$ cat src/rtl/fmpg_pkg.sv
package fmpg_pkg;

   localparam int FNUM_W = 11;
   localparam int BLK_W  = 3;
   localparam int DT_W   = 3;
   localparam int MUL_W  = 4;
   localparam int PMS_W  = 3;
   localparam int LFO_W  = 5;
   localparam int PH_W   = 20;
   localparam int OUT_W  = 10;
   localparam int BASE_W = 17;
   localparam int MOD_W  = FNUM_W + 1;
   localparam int KC_W   = BLK_W + 2;
   localparam int DET_W  = 5;
   localparam int MST_W  = MUL_W + 1;

   typedef logic [2:0] shamt_t;

   // first shift table, row = depth, column = LFO magnitude
   localparam shamt_t LFO_SH_A [8][8] = '{
      '{3'd7, 3'd7, 3'd7, 3'd7, 3'd7, 3'd7, 3'd7, 3'd7},
      '{3'd7, 3'd7, 3'd7, 3'd7, 3'd7, 3'd7, 3'd7, 3'd7},
      '{3'd7, 3'd7, 3'd7, 3'd7, 3'd7, 3'd7, 3'd1, 3'd1},
      '{3'd7, 3'd7, 3'd7, 3'd7, 3'd1, 3'd1, 3'd1, 3'd1},
      '{3'd7, 3'd7, 3'd7, 3'd1, 3'd1, 3'd1, 3'd1, 3'd0},
      '{3'd7, 3'd7, 3'd1, 3'd1, 3'd0, 3'd0, 3'd0, 3'd0},
      '{3'd7, 3'd7, 3'd1, 3'd1, 3'd0, 3'd0, 3'd0, 3'd0},
      '{3'd7, 3'd7, 3'd1, 3'd1, 3'd0, 3'd0, 3'd0, 3'd0}
   };

   // second shift table, same indexing
   localparam shamt_t LFO_SH_B [8][8] = '{
      '{3'd7, 3'd7, 3'd7, 3'd7, 3'd7, 3'd7, 3'd7, 3'd7},
      '{3'd7, 3'd7, 3'd7, 3'd7, 3'd2, 3'd2, 3'd2, 3'd2},
      '{3'd7, 3'd7, 3'd7, 3'd2, 3'd2, 3'd2, 3'd7, 3'd7},
      '{3'd7, 3'd7, 3'd2, 3'd2, 3'd7, 3'd7, 3'd2, 3'd2},
      '{3'd7, 3'd7, 3'd2, 3'd7, 3'd7, 3'd7, 3'd2, 3'd7},
      '{3'd7, 3'd7, 3'd7, 3'd2, 3'd7, 3'd7, 3'd2, 3'd1},
      '{3'd7, 3'd7, 3'd7, 3'd2, 3'd7, 3'd7, 3'd2, 3'd1},
      '{3'd7, 3'd7, 3'd7, 3'd2, 3'd7, 3'd7, 3'd2, 3'd1}
   };

   localparam logic [DET_W-1:0] DET_BASE [8] = '{
      5'd16, 5'd17, 5'd19, 5'd20, 5'd22, 5'd24, 5'd27, 5'd29
   };

   typedef struct packed {
      logic [FNUM_W-1:0] fnum;
      logic [BLK_W-1:0]  blk;
      logic [DT_W-1:0]   dt;
      logic [MUL_W-1:0]  mul;
      logic [PMS_W-1:0]  pms;
      logic [LFO_W-1:0]  lfo;
      logic              krst;
      logic              tzero;
   } pg_req_t;

   // coarse note from the four top frequency bits
   function automatic logic [1:0] note_of(input logic [3:0] hi);
      logic [1:0] n;
      if (hi < 4'd7)       n = 2'd0;
      else if (hi == 4'd7) n = 2'd1;
      else if (hi == 4'd8) n = 2'd2;
      else                 n = 2'd3;
      return n;
   endfunction

endpackage

$ cat src/rtl/fmpg_lfo_mod.sv
module fmpg_lfo_mod
   import fmpg_pkg::*;
#(
   parameter int FW = FNUM_W,
   parameter int MW = FW + 1
) (
   input  logic [FW-1:0]    fnum_i,
   input  logic [PMS_W-1:0] pms_i,
   input  logic [LFO_W-1:0] lfo_i,
   output logic [MW-1:0]    mod_fnum_o
);

   localparam int SW = FW + 3;

   logic [2:0]    mag;
   logic [FW-1:0] coarse;
   shamt_t        sh_a, sh_b;
   logic [SW-1:0] pair_sum;
   logic [SW-1:0] scaled;
   logic [SW-1:0] offset;
   logic [SW-1:0] doubled;
   logic [SW-1:0] bent;

   always_comb begin
      mag    = lfo_i[3] ? ~lfo_i[2:0] : lfo_i[2:0];
      coarse = fnum_i >> 4;
      sh_a   = LFO_SH_A[pms_i][mag];
      sh_b   = LFO_SH_B[pms_i][mag];
      pair_sum = SW'(coarse >> sh_a) + SW'(coarse >> sh_b);
      if (pms_i > 3'd5) scaled = pair_sum << (pms_i - 3'd5);
      else              scaled = pair_sum;
      offset  = scaled >> 2;
      doubled = SW'({fnum_i, 1'b0});
      bent    = lfo_i[4] ? (doubled - offset) : (doubled + offset);
      mod_fnum_o = MW'(bent);
   end

endmodule

$ cat src/rtl/fmpg_detune.sv
module fmpg_detune
   import fmpg_pkg::*;
(
   input  logic [KC_W-1:0]  kcode_i,
   input  logic [1:0]       mag_i,
   output logic [DET_W-1:0] det_o
);

   localparam logic [KC_W-1:0] KC_MAX = KC_W'(28);

   logic [KC_W-1:0] kc;
   logic [1:0]      extra;
   logic [4:0]      sum;
   logic [2:0]      idx;
   logic [3:0]      rsh;

   always_comb begin
      kc = (kcode_i > KC_MAX) ? KC_MAX : kcode_i;
      case (mag_i)
         2'd2:    extra = 2'd2;
         2'd3:    extra = 2'd3;
         default: extra = 2'd0;
      endcase
      sum = 5'(kc >> 2) + 5'd9 + 5'(extra);
      idx = {sum[0], kc[1:0]};
      rsh = 4'd9 - 4'(sum >> 1);
      det_o = (mag_i == 2'd0) ? '0 : (DET_BASE[idx] >> rsh);
   end

endmodule

$ cat src/rtl/fmpg_step.sv
module fmpg_step
   import fmpg_pkg::*;
#(
   parameter int MW       = MOD_W,
   parameter int BW       = BASE_W,
   parameter int PW       = PH_W,
   parameter bit SHIFT_ADD = 1'b1
) (
   input  logic [MW-1:0]    mod_fnum_i,
   input  logic [BLK_W-1:0] blk_i,
   input  logic [DET_W-1:0] det_i,
   input  logic             det_neg_i,
   input  logic [MUL_W-1:0] mul_i,
   output logic [PW-1:0]    step_o
);

   localparam int XW = MW + (1 << BLK_W) - 1;
   localparam int PRW = BW + MST_W;

   logic [XW-1:0]    octaved;
   logic [BW-1:0]    base;
   logic [BW-1:0]    tuned;
   logic [MST_W-1:0] mstore;
   logic [PRW-1:0]   prod;

   always_comb begin
      octaved = XW'(mod_fnum_i) << blk_i;
      base    = BW'(octaved >> 2);
      tuned   = det_neg_i ? (base - BW'(det_i)) : (base + BW'(det_i));
      mstore  = (mul_i == '0) ? MST_W'(1) : {mul_i, 1'b0};
   end

   generate
      if (SHIFT_ADD) begin : g_shift_add
         logic [PRW-1:0] part [MST_W];
         for (genvar i = 0; i < MST_W; i++) begin : g_part
            assign part[i] = mstore[i] ? (PRW'(tuned) << i) : '0;
         end
         always_comb begin
            prod = '0;
            for (int j = 0; j < MST_W; j++) prod = prod + part[j];
         end
      end else begin : g_operator
         assign prod = PRW'(tuned) * PRW'(mstore);
      end
   endgenerate

   assign step_o = PW'(prod >> 1);

endmodule

$ cat src/rtl/fmpg_accum.sv
module fmpg_accum #(
   parameter int PW = 20,
   parameter int OW = 10
) (
   input  logic          clk,
   input  logic          rst_n,
   input  logic          upd_i,
   input  logic          clr_i,
   input  logic [PW-1:0] step_i,
   output logic [PW-1:0] step_o,
   output logic [OW-1:0] phase_o
);

   logic [PW-1:0] acc_q;
   logic [PW-1:0] step_q;

   always_ff @(posedge clk) begin
      if (!rst_n) begin
         acc_q  <= '0;
         step_q <= '0;
      end else if (upd_i) begin
         step_q <= step_i;
         acc_q  <= clr_i ? '0 : (acc_q + step_i);
      end
   end

   assign step_o  = step_q;
   assign phase_o = acc_q[PW-1 -: OW];

endmodule

$ cat src/rtl/fm_phase_gen.sv
module fm_phase_gen
   import fmpg_pkg::*;
#(
   parameter int F_W       = FNUM_W,
   parameter int ACC_W     = PH_W,
   parameter int TOP_W     = OUT_W,
   parameter bit SHIFT_ADD = 1'b1
) (
   input  logic             clk,
   input  logic             rst_n,
   input  logic             in_valid,
   input  logic [F_W-1:0]   fnum_i,
   input  logic [BLK_W-1:0] block_i,
   input  logic [DT_W-1:0]  detune_i,
   input  logic [MUL_W-1:0] mult_i,
   input  logic [PMS_W-1:0] pm_sens_i,
   input  logic [LFO_W-1:0] lfo_pm_i,
   input  logic             key_reset_i,
   input  logic             zero_test_i,
   output logic [TOP_W-1:0] phase_o,
   output logic [ACC_W-1:0] step_o
);

   generate
      if (F_W != FNUM_W) begin : g_bad_fw
         $error("fm_phase_gen: frequency width must be %0d", FNUM_W);
      end
      if (ACC_W != PH_W) begin : g_bad_acc
         $error("fm_phase_gen: accumulator width must be %0d", PH_W);
      end
      if (TOP_W > ACC_W || TOP_W < 1) begin : g_bad_top
         $error("fm_phase_gen: output width out of range");
      end
   endgenerate

   pg_req_t req_q;
   logic    stage_q;

   always_ff @(posedge clk) begin
      if (!rst_n) begin
         req_q   <= '0;
         stage_q <= 1'b0;
      end else begin
         stage_q <= in_valid;
         if (in_valid) begin
            req_q.fnum  <= fnum_i;
            req_q.blk   <= block_i;
            req_q.dt    <= detune_i;
            req_q.mul   <= mult_i;
            req_q.pms   <= pm_sens_i;
            req_q.lfo   <= lfo_pm_i;
            req_q.krst  <= key_reset_i;
            req_q.tzero <= zero_test_i;
         end
      end
   end

   logic [KC_W-1:0]  kcode;
   logic [MOD_W-1:0] mod_fnum;
   logic [DET_W-1:0] det;
   logic [ACC_W-1:0] step_next;

   assign kcode = {req_q.blk, note_of(req_q.fnum[F_W-1 -: 4])};

   fmpg_lfo_mod #(.FW(F_W), .MW(MOD_W)) u_lfo (
      .fnum_i     (req_q.fnum),
      .pms_i      (req_q.pms),
      .lfo_i      (req_q.lfo),
      .mod_fnum_o (mod_fnum)
   );

   fmpg_detune u_det (
      .kcode_i (kcode),
      .mag_i   (req_q.dt[1:0]),
      .det_o   (det)
   );

   fmpg_step #(.MW(MOD_W), .BW(BASE_W), .PW(ACC_W), .SHIFT_ADD(SHIFT_ADD)) u_step (
      .mod_fnum_i (mod_fnum),
      .blk_i      (req_q.blk),
      .det_i      (det),
      .det_neg_i  (req_q.dt[2]),
      .mul_i      (req_q.mul),
      .step_o     (step_next)
   );

   fmpg_accum #(.PW(ACC_W), .OW(TOP_W)) u_acc (
      .clk     (clk),
      .rst_n   (rst_n),
      .upd_i   (stage_q),
      .clr_i   (req_q.krst | req_q.tzero),
      .step_i  (step_next),
      .step_o  (step_o),
      .phase_o (phase_o)
   );

endmodule

$ cat config.mk
export PLATFORM = sky130hd
export DESIGN_NAME = fm_phase_gen
export DESIGN_NICKNAME = d
export VERILOG_FILES = /design/src/rtl/fmpg_pkg.sv /design/src/rtl/fmpg_lfo_mod.sv /design/src/rtl/fmpg_detune.sv /design/src/rtl/fmpg_step.sv /design/src/rtl/fmpg_accum.sv /design/src/rtl/fm_phase_gen.sv
export SDC_FILE = /design/constraint.sdc
export NUM_CORES = 1
export LEC_CHECK = 0
export ABC_CLOCK_PERIOD_IN_PS = 13300
export BUFFER_PORTS_ARGS = -buffer_cell sky130_fd_sc_hd__buf_2
export CAP_MARGIN = 20
export CORE_MARGIN = 2
export CORE_UTILIZATION = 57
export DETAILED_ROUTE_END_ITERATION = 10
export GPL_ROUTABILITY_DRIVEN = 1
export MAX_ROUTING_LAYER = met4
export PLACE_DENSITY_LB_ADDON = 0.2
export SLEW_MARGIN = 20
export SYNTH_ARGS = -nofsm -noshare
export SYNTH_HDL_FRONTEND = slang
export SYNTH_SLANG_ARGS = --single-unit
export TNS_END_PERCENT = 100
$ cat constraint.sdc
create_clock -name clk -period 13.3 [get_ports clk]
set_clock_uncertainty 0.15 [all_clocks]
set_input_delay 0 -clock clk [delete_from_list [all_inputs] [get_ports clk]]
set_output_delay 0 -clock clk [all_outputs]
set_load 0.05 [all_outputs]
# == After elaboration in Yosys (flattened, before gate mapping) ==
# Memories as Yosys holds them, arrays and structs flattened.
# Cells that the tools add are included.
# classes
n_addsub,14
n_lt_le_gt_ge,6
eq_ne,4
shifts,5
mux,29
bitwise,5
n_reduce_logical,2
# op_table
op,n
$mux W24,4
$mux W20,2
$mux W17,2
$shr A7 B3 Y14,2
$mux W5,5
$add A21 B19 Y21,1
$add A21 B20 Y21,1
$add A21 B21 Y21,1
$mux W21,1
$add A20 B20 Y20,1
$add A17 B18 Y19,1
$mux W19,1
$shl A12 B3 Y19,1
$bmux W3 S3,2
$mux W18,1
$add A17 B5 Y17,1
$sub A17 B5 Y17,1
$mux W3,5
$add A14 B14 Y14,1
$mux W14,1
$shl A14 B3 Y14,1
$add A12 B12 Y12,1
$ge A4 B4 Y1 const B,3
$mux W12,1
other kinds (20),24
# word_totals
reg_bits,72
rom_bits,424
word_cells,79
mem_count,3
# memory_table
memory,words,word_bits,read_ports,rd_ports_with_merged_regs,write_ports,line_no,text
(name not given),8,24,1,0,0,fmpg_lfo_mod.sv:27,sh_a = LFO_SH_A[pms_i][mag];
(name not given),8,24,1,0,0,fmpg_lfo_mod.sv:28,sh_b = LFO_SH_B[pms_i][mag];
(name not given),8,5,1,0,0,fmpg_detune.sv:27,det_o = (mag_i == 2'd0) ? '0 : (DET_BASE[idx] >> rsh);

# == Logic depth before layout (Yosys ltp) ==
# logic_depth
word_depth,23
mapped_depth,76

# == Modules after synthesis ==
# Synthesis repeated with hierarchy kept, for this count alone.
# hier_totals
cells_unflattened,1280
hier_area_um2,10420.0
# modules_own_cells
module,instances,cells_each,area_per_inst_um2,seq_area_each_um2
fmpg_step,1,503,3928.8,0.0
fmpg_lfo_mod,1,339,2464.9,0.0
fmpg_accum,1,275,2403.6,800.8
fm_phase_gen,1,108,1262.5,640.6
fmpg_detune,1,55,360.3,0.0

# == Worst setup path after synthesis ==
# OpenSTA, ideal clock, no wires.
# synth_timing
path_type,register to register
from,register req_q[8] (netlist name)
to,register u_acc.acc_q[19]
setup_time_ns,0.070
arrival_time_ns,13.353
t_required_ns,13.080
slack_ns,-0.273
stages_incl_launch_ff,66
n_path_buf,2
period_less_slack_ns,13.573
cell_sequence,dfxtp_1 > clkbuf_1 > inv_1 > ha_1 > buf_2 > a21oi_1 > o22ai_1 > inv_1 > a311oi_1 > mux2i_1 > a211oi_1 > ha_1 > fa_1 > a21o_2 > a211oi_1 > nor2_1 > nand2_1 > o21ai_0 > [30 not listed] > xnor2_1 > fa_1 > inv_1 > fa_1 > inv_1 > ha_1 > or4_1 > o22ai_1 > xnor2_1 > ha_1 > or3_1 > a211oi_1 > o41ai_1 > inv_1 > or4_1 > o2111ai_1 > nor2_1 > a21oi_1
# synth_via
elab_chain_len,23
word_cells_on_any_way,38
cone_classes,add/sub (11); order compare (1); shift (4); mux (19); bitwise (1); memory (2)
# synth_lines
item,line_no,text
from (decl),fm_phase_gen.sv:36,pg_req_t req_q;
$not A3 Y4 (implied by the code),"fmpg_lfo_mod.sv:27, fmpg_lfo_mod.sv:28",
"$mem_v2 Z8 W24, on equally long branches",--,
"$mux W24, on equally long branches (2 in a row)","fmpg_lfo_mod.sv:27, fmpg_lfo_mod.sv:28",
"$bmux W3 S3, on equally long branches","fmpg_lfo_mod.sv:27, fmpg_lfo_mod.sv:28",
"$mux W3, on equally long branches (2 in a row)","fmpg_lfo_mod.sv:27, fmpg_lfo_mod.sv:28",
$shr A7 B3 Y14,fmpg_lfo_mod.sv:29,pair_sum = SW'(coarse >> sh_a) + SW'(coarse >> sh_b);
$add A14 B14 Y14,fmpg_lfo_mod.sv:29,
$shl A14 B3 Y14,fmpg_lfo_mod.sv:30,if (pms_i > 3'd5) scaled = pair_sum << (pms_i - 3'd5);
[6 not listed],--,
$mux W17 or $mux W18 (tied branches),fmpg_step.sv:37,assign part[i] = mstore[i] ? (PRW'(tuned) << i) : '0;
$add A17 B18 Y19,fmpg_step.sv:41,for (int j = 0; j < MST_W; j++) prod = prod + part[j];
$add A21 B19 Y21,fmpg_step.sv:41,
$add A21 B20 Y21,fmpg_step.sv:41,
$add A21 B21 Y21 (*),fmpg_step.sv:41,
named net step_next[16],fm_phase_gen.sv:61,logic [ACC_W-1:0] step_next;
$add A20 B20 Y20 (*),fmpg_accum.sv:23,acc_q <= clr_i ? '0 : (acc_q + step_i);
$mux W20 (*),fmpg_accum.sv:23,
to (signal assigned),fmpg_accum.sv:23,
to (decl),fmpg_accum.sv:14,logic [PW-1:0] acc_q;
# Mark *: on every way through the listed nets, which the timed path passes. The rest lies on a longest branch. The select of a mux whose other input is x is not followed.
# A chain may end at the register's enable or synchronous reset.

# == Worst setup path in the final report ==
# Ends and elaborated chain as after synthesis.

==> run_results.csv <==
group,metric,value,unit
finish,fin_nets,1643,
logic_synthesis,synth_commonest_cells,"nor2_1, inv_1, ha_1",
timing,setup_ws,0.0952,ns
clock_tree,h-tree-depth,3,
worst_setup_path,cp-end-kind,"register",
clock_tree,root_buffer,"clkbuf_16",
floorplanning,die_h,136,um
worst_setup_path,critPathLaunchType,"register",
worst_setup_path,crit_path_top_delay_cell,"fa_1",
timing,worst_pin_slew,1.02,ns
worst_setup_path,crit_type,"reg -> reg",
global_route,grt_pass1_vias,8952,
logic_synthesis,synth_edf_count,0,
timing,fin_crit,13.20,ns
logic_synthesis,netlist_area,9860,um2
hold_path,hp-start,"in_valid",
worst_setup_path,path_max_fanout,4,
floorplanning,die-area,18400,um2
finish,num-fill-cells,1254,
clock_tree,cts_sinks,72,
placed_design,numPortBuffers,63,
global_route,grt_max_degree,53,
worst_setup_path,slowest_delay,0.51,ns
pwr,p_leak,6.06,nW
worst_setup_path,startpoint,"req_q[8]$_SDFFE_PN0P_",
run,drv_cap,0,
timing,finalMaxSlewViolations,0,
finish,diodes,0,
placed_design,dp_cells,1602,
logic_synthesis,synth_seq_cells,72,
logic_synthesis,synth_flop_cell,"dfxtp_1",
timing,max_slew_margin,0.321,
floorplanning,start_util,0.576,
logic_synthesis,syn-num-nets,1468,
global_route,grt_first_pass_wirelength,41700,um
logic_synthesis,synth_area_per_cell,7.68,um2
clock_tree,cts-buffers-inserted,9,
pwr,peakVddDrop,0.250,mV
route,wl,27600,um
finish,syn2layout_area_growth,29.7,%
floorplanning,fp.dieW,136,um
logic_synthesis,ys_types,78,
timing,hold_viol_final,0,
route,routed_via_density,5.71,
route,wl_per_cell,16.4,um
hold_path,hp-class,"in -> reg",
worst_setup_path,worstPathArrival,13.33,ns
placed_design,hpwl,19200,um
worst_setup_path,required,13.43,ns
placed_design,gp_congestion,0.988,
placed_design,pre_cts_ws,-0.335,ns
logic_synthesis,synth-seq-area-share,0.146,
finish,final_core_util,0.747,
clock_tree,clk_pin_slew,0.07,ns
timing,max_freq,75.7,MHz
route,final_antenna_net_count,0,
floorplanning,core.rowCount,48,
pwr,power_density,220,nW/um2
finish,drive_above_1_share,0.288,
clock_tree,cts_tree,"yes",
route,dr.pass1.iters,6,
route,vias,9652,
logic_synthesis,synthArstFlopShare,0,
route,drcViolationCount,0,
finish,layout.cells.non_filler,1689,
timing,timing.final.crit_share,0.993,
timing,setup_tns,0,ns
worst_setup_path,r2r_start,"req_q[8]$_SDFFE_PN0P_",
clock_tree,insertion_delay,0.35,ns
floorplanning,core_area,17100,um2
global_route,grt_remaining_overflow,0,
logic_synthesis,synth_top_area_frac,0.146,
logic_synthesis,syn_inst,1284,
global_route,grt_util_all_layers,0.287,
clock_tree,clockBufferDepth,2,
timing,holdWs,0.252,ns
route,drt_iter0_drc,571,
logic_synthesis,synth_area_leaders,"dfxtp_1, ha_1, mux2i_1",
logic_synthesis,yosysWarnings,0,
floorplanning,num_io_pins,64,
logic_synthesis,synth.most_common_cell,"nor2_1",
global_route,antenna_found_initial,0,
timing,setup_violations,0,
logic_synthesis,yosysTopAreaCell,"dfxtp_1",
status,status,"finished, final reports clean",
report_power, final:
| part | internal, mW | total, mW | switching (mW) |
|---|---|---|---|
| clock | 0.147 | 0.261 | 0.114 |
| combinational | 1.05 | 2.26 | 1.21 |
| sequential | 0.263 | 0.302 | 0.0387 |
area by class of cell:
type	instances	area, um2	area share
flip-flops and latches	72	1450	0.113
repair buffers	224	1630	0.127
multi-input cells	1021	8640	0.675
well taps	225	282	0.0220
clock buffers	9	225	0.0176
clock inverters	7	76.3	0.00597
inverters	131	494	0.0386
repair_timing:
action / CTS / global route
hold buffers: 32 / 0
pin swaps: 11 / 142
endpoints found under the hold margin: 37 / 0
setup buffers: 6 / 34
setup endpoints to repair: 1 / 9
resized for setup: 20 / 211
cells in the final DEF, fill, tap and decap left out, types with 14 or more instances in the layout:
master / instances
fa_1: 35
nor2b_1: 17
xor2_1: 15
o21ai_1: 16
nor2_1: 174
ha_1: 87
mux2i_1: 79
a21o_1: 19
a21oi_1: 44
o21ai_2: 15
a21oi_2: 32
nand2_1: 67
nor3_1: 25
nor2_2: 14
nand2b_1: 18
inv_1: 117
xnor2_2: 14
dfxtp_1: 69
buf_4: 123
and2_1: 23
dlygate4sd3_1: 32
xnor2_1: 43
buf_2: 63
ha_4: 17
o21ai_0: 28
critical path, delay by kind of cell (launching register included):
kind                       cells  cell delay [ns]
AOI/OAI and AO/OA             27             4.44
xor gates and xnor gates       5             1.09
adders and majority gates      9             2.80
buffers and inverters         13             1.32
DFF                            1             0.36
muxes                          1             0.10
and+or+nand+nor               18             2.87
metrics by stage:
| step | instance area (um2) | total power, mW |
|---|---|---|
| CTS | 11600 | 2.45 |
| global placement | 10900 | 2.12 |
| global route | 12800 | 3.05 |
| detailed placement | 10900 | 2.15 |
| floorplan | 9870 | 1.64 |
| finish | 12800 | 2.82 |
per-layer routing:
metal | wire, um | vias to the layer above | share of wire | global-route usage
met1 | 11600 | 4605 | 0.42 | 0.339
met5 | 0 | - | 0 | -
li1 | - | 4748 | - | -
met2 | 14600 | 237 | 0.53 | 0.512
met3 | 850 | 62 | 0.031 | 0.0374
met4 | 663 | 0 | 0.024 | 0.0804
cell families (layout without fill, tap and decap cells):
logic type / Yosys count / after routing / share of synthesized area
compound gates: 273 / 273 / 0.183
xor+xnor: 74 / 74 / 0.0695
fa+ha+maj: 150 / 150 / 0.220
buf+inv: 191 / 371 / 0.0774
flops: 72 / 72 / 0.146
mux: 93 / 93 / 0.0978
other cells: 1 / 1 / 0.000380
simple gates: 430 / 430 / 0.206
state kept, by name (all words and copies together), names as in the netlist:
signal and count:
u_acc.acc_q 20, stage_q 1, u_acc.step_o 20, kcode 3
req_q 28
path summary, 6_finish.rpt:
check	endpoint	slack, ns	cells past startpoint
setup reg to reg	u_acc.acc_q[19]$_SDFFE_PN0P_	0.1	73
setup / recovery	u_acc.acc_q[19]$_SDFFE_PN0P_	0.1	73
hold / removal	stage_q$_SDFF_PN0_	0.25	2
hold reg to reg	u_acc.step_o[6]$_SDFFE_PN0P_	0.34	2
(Power assumes the default switching activity.)
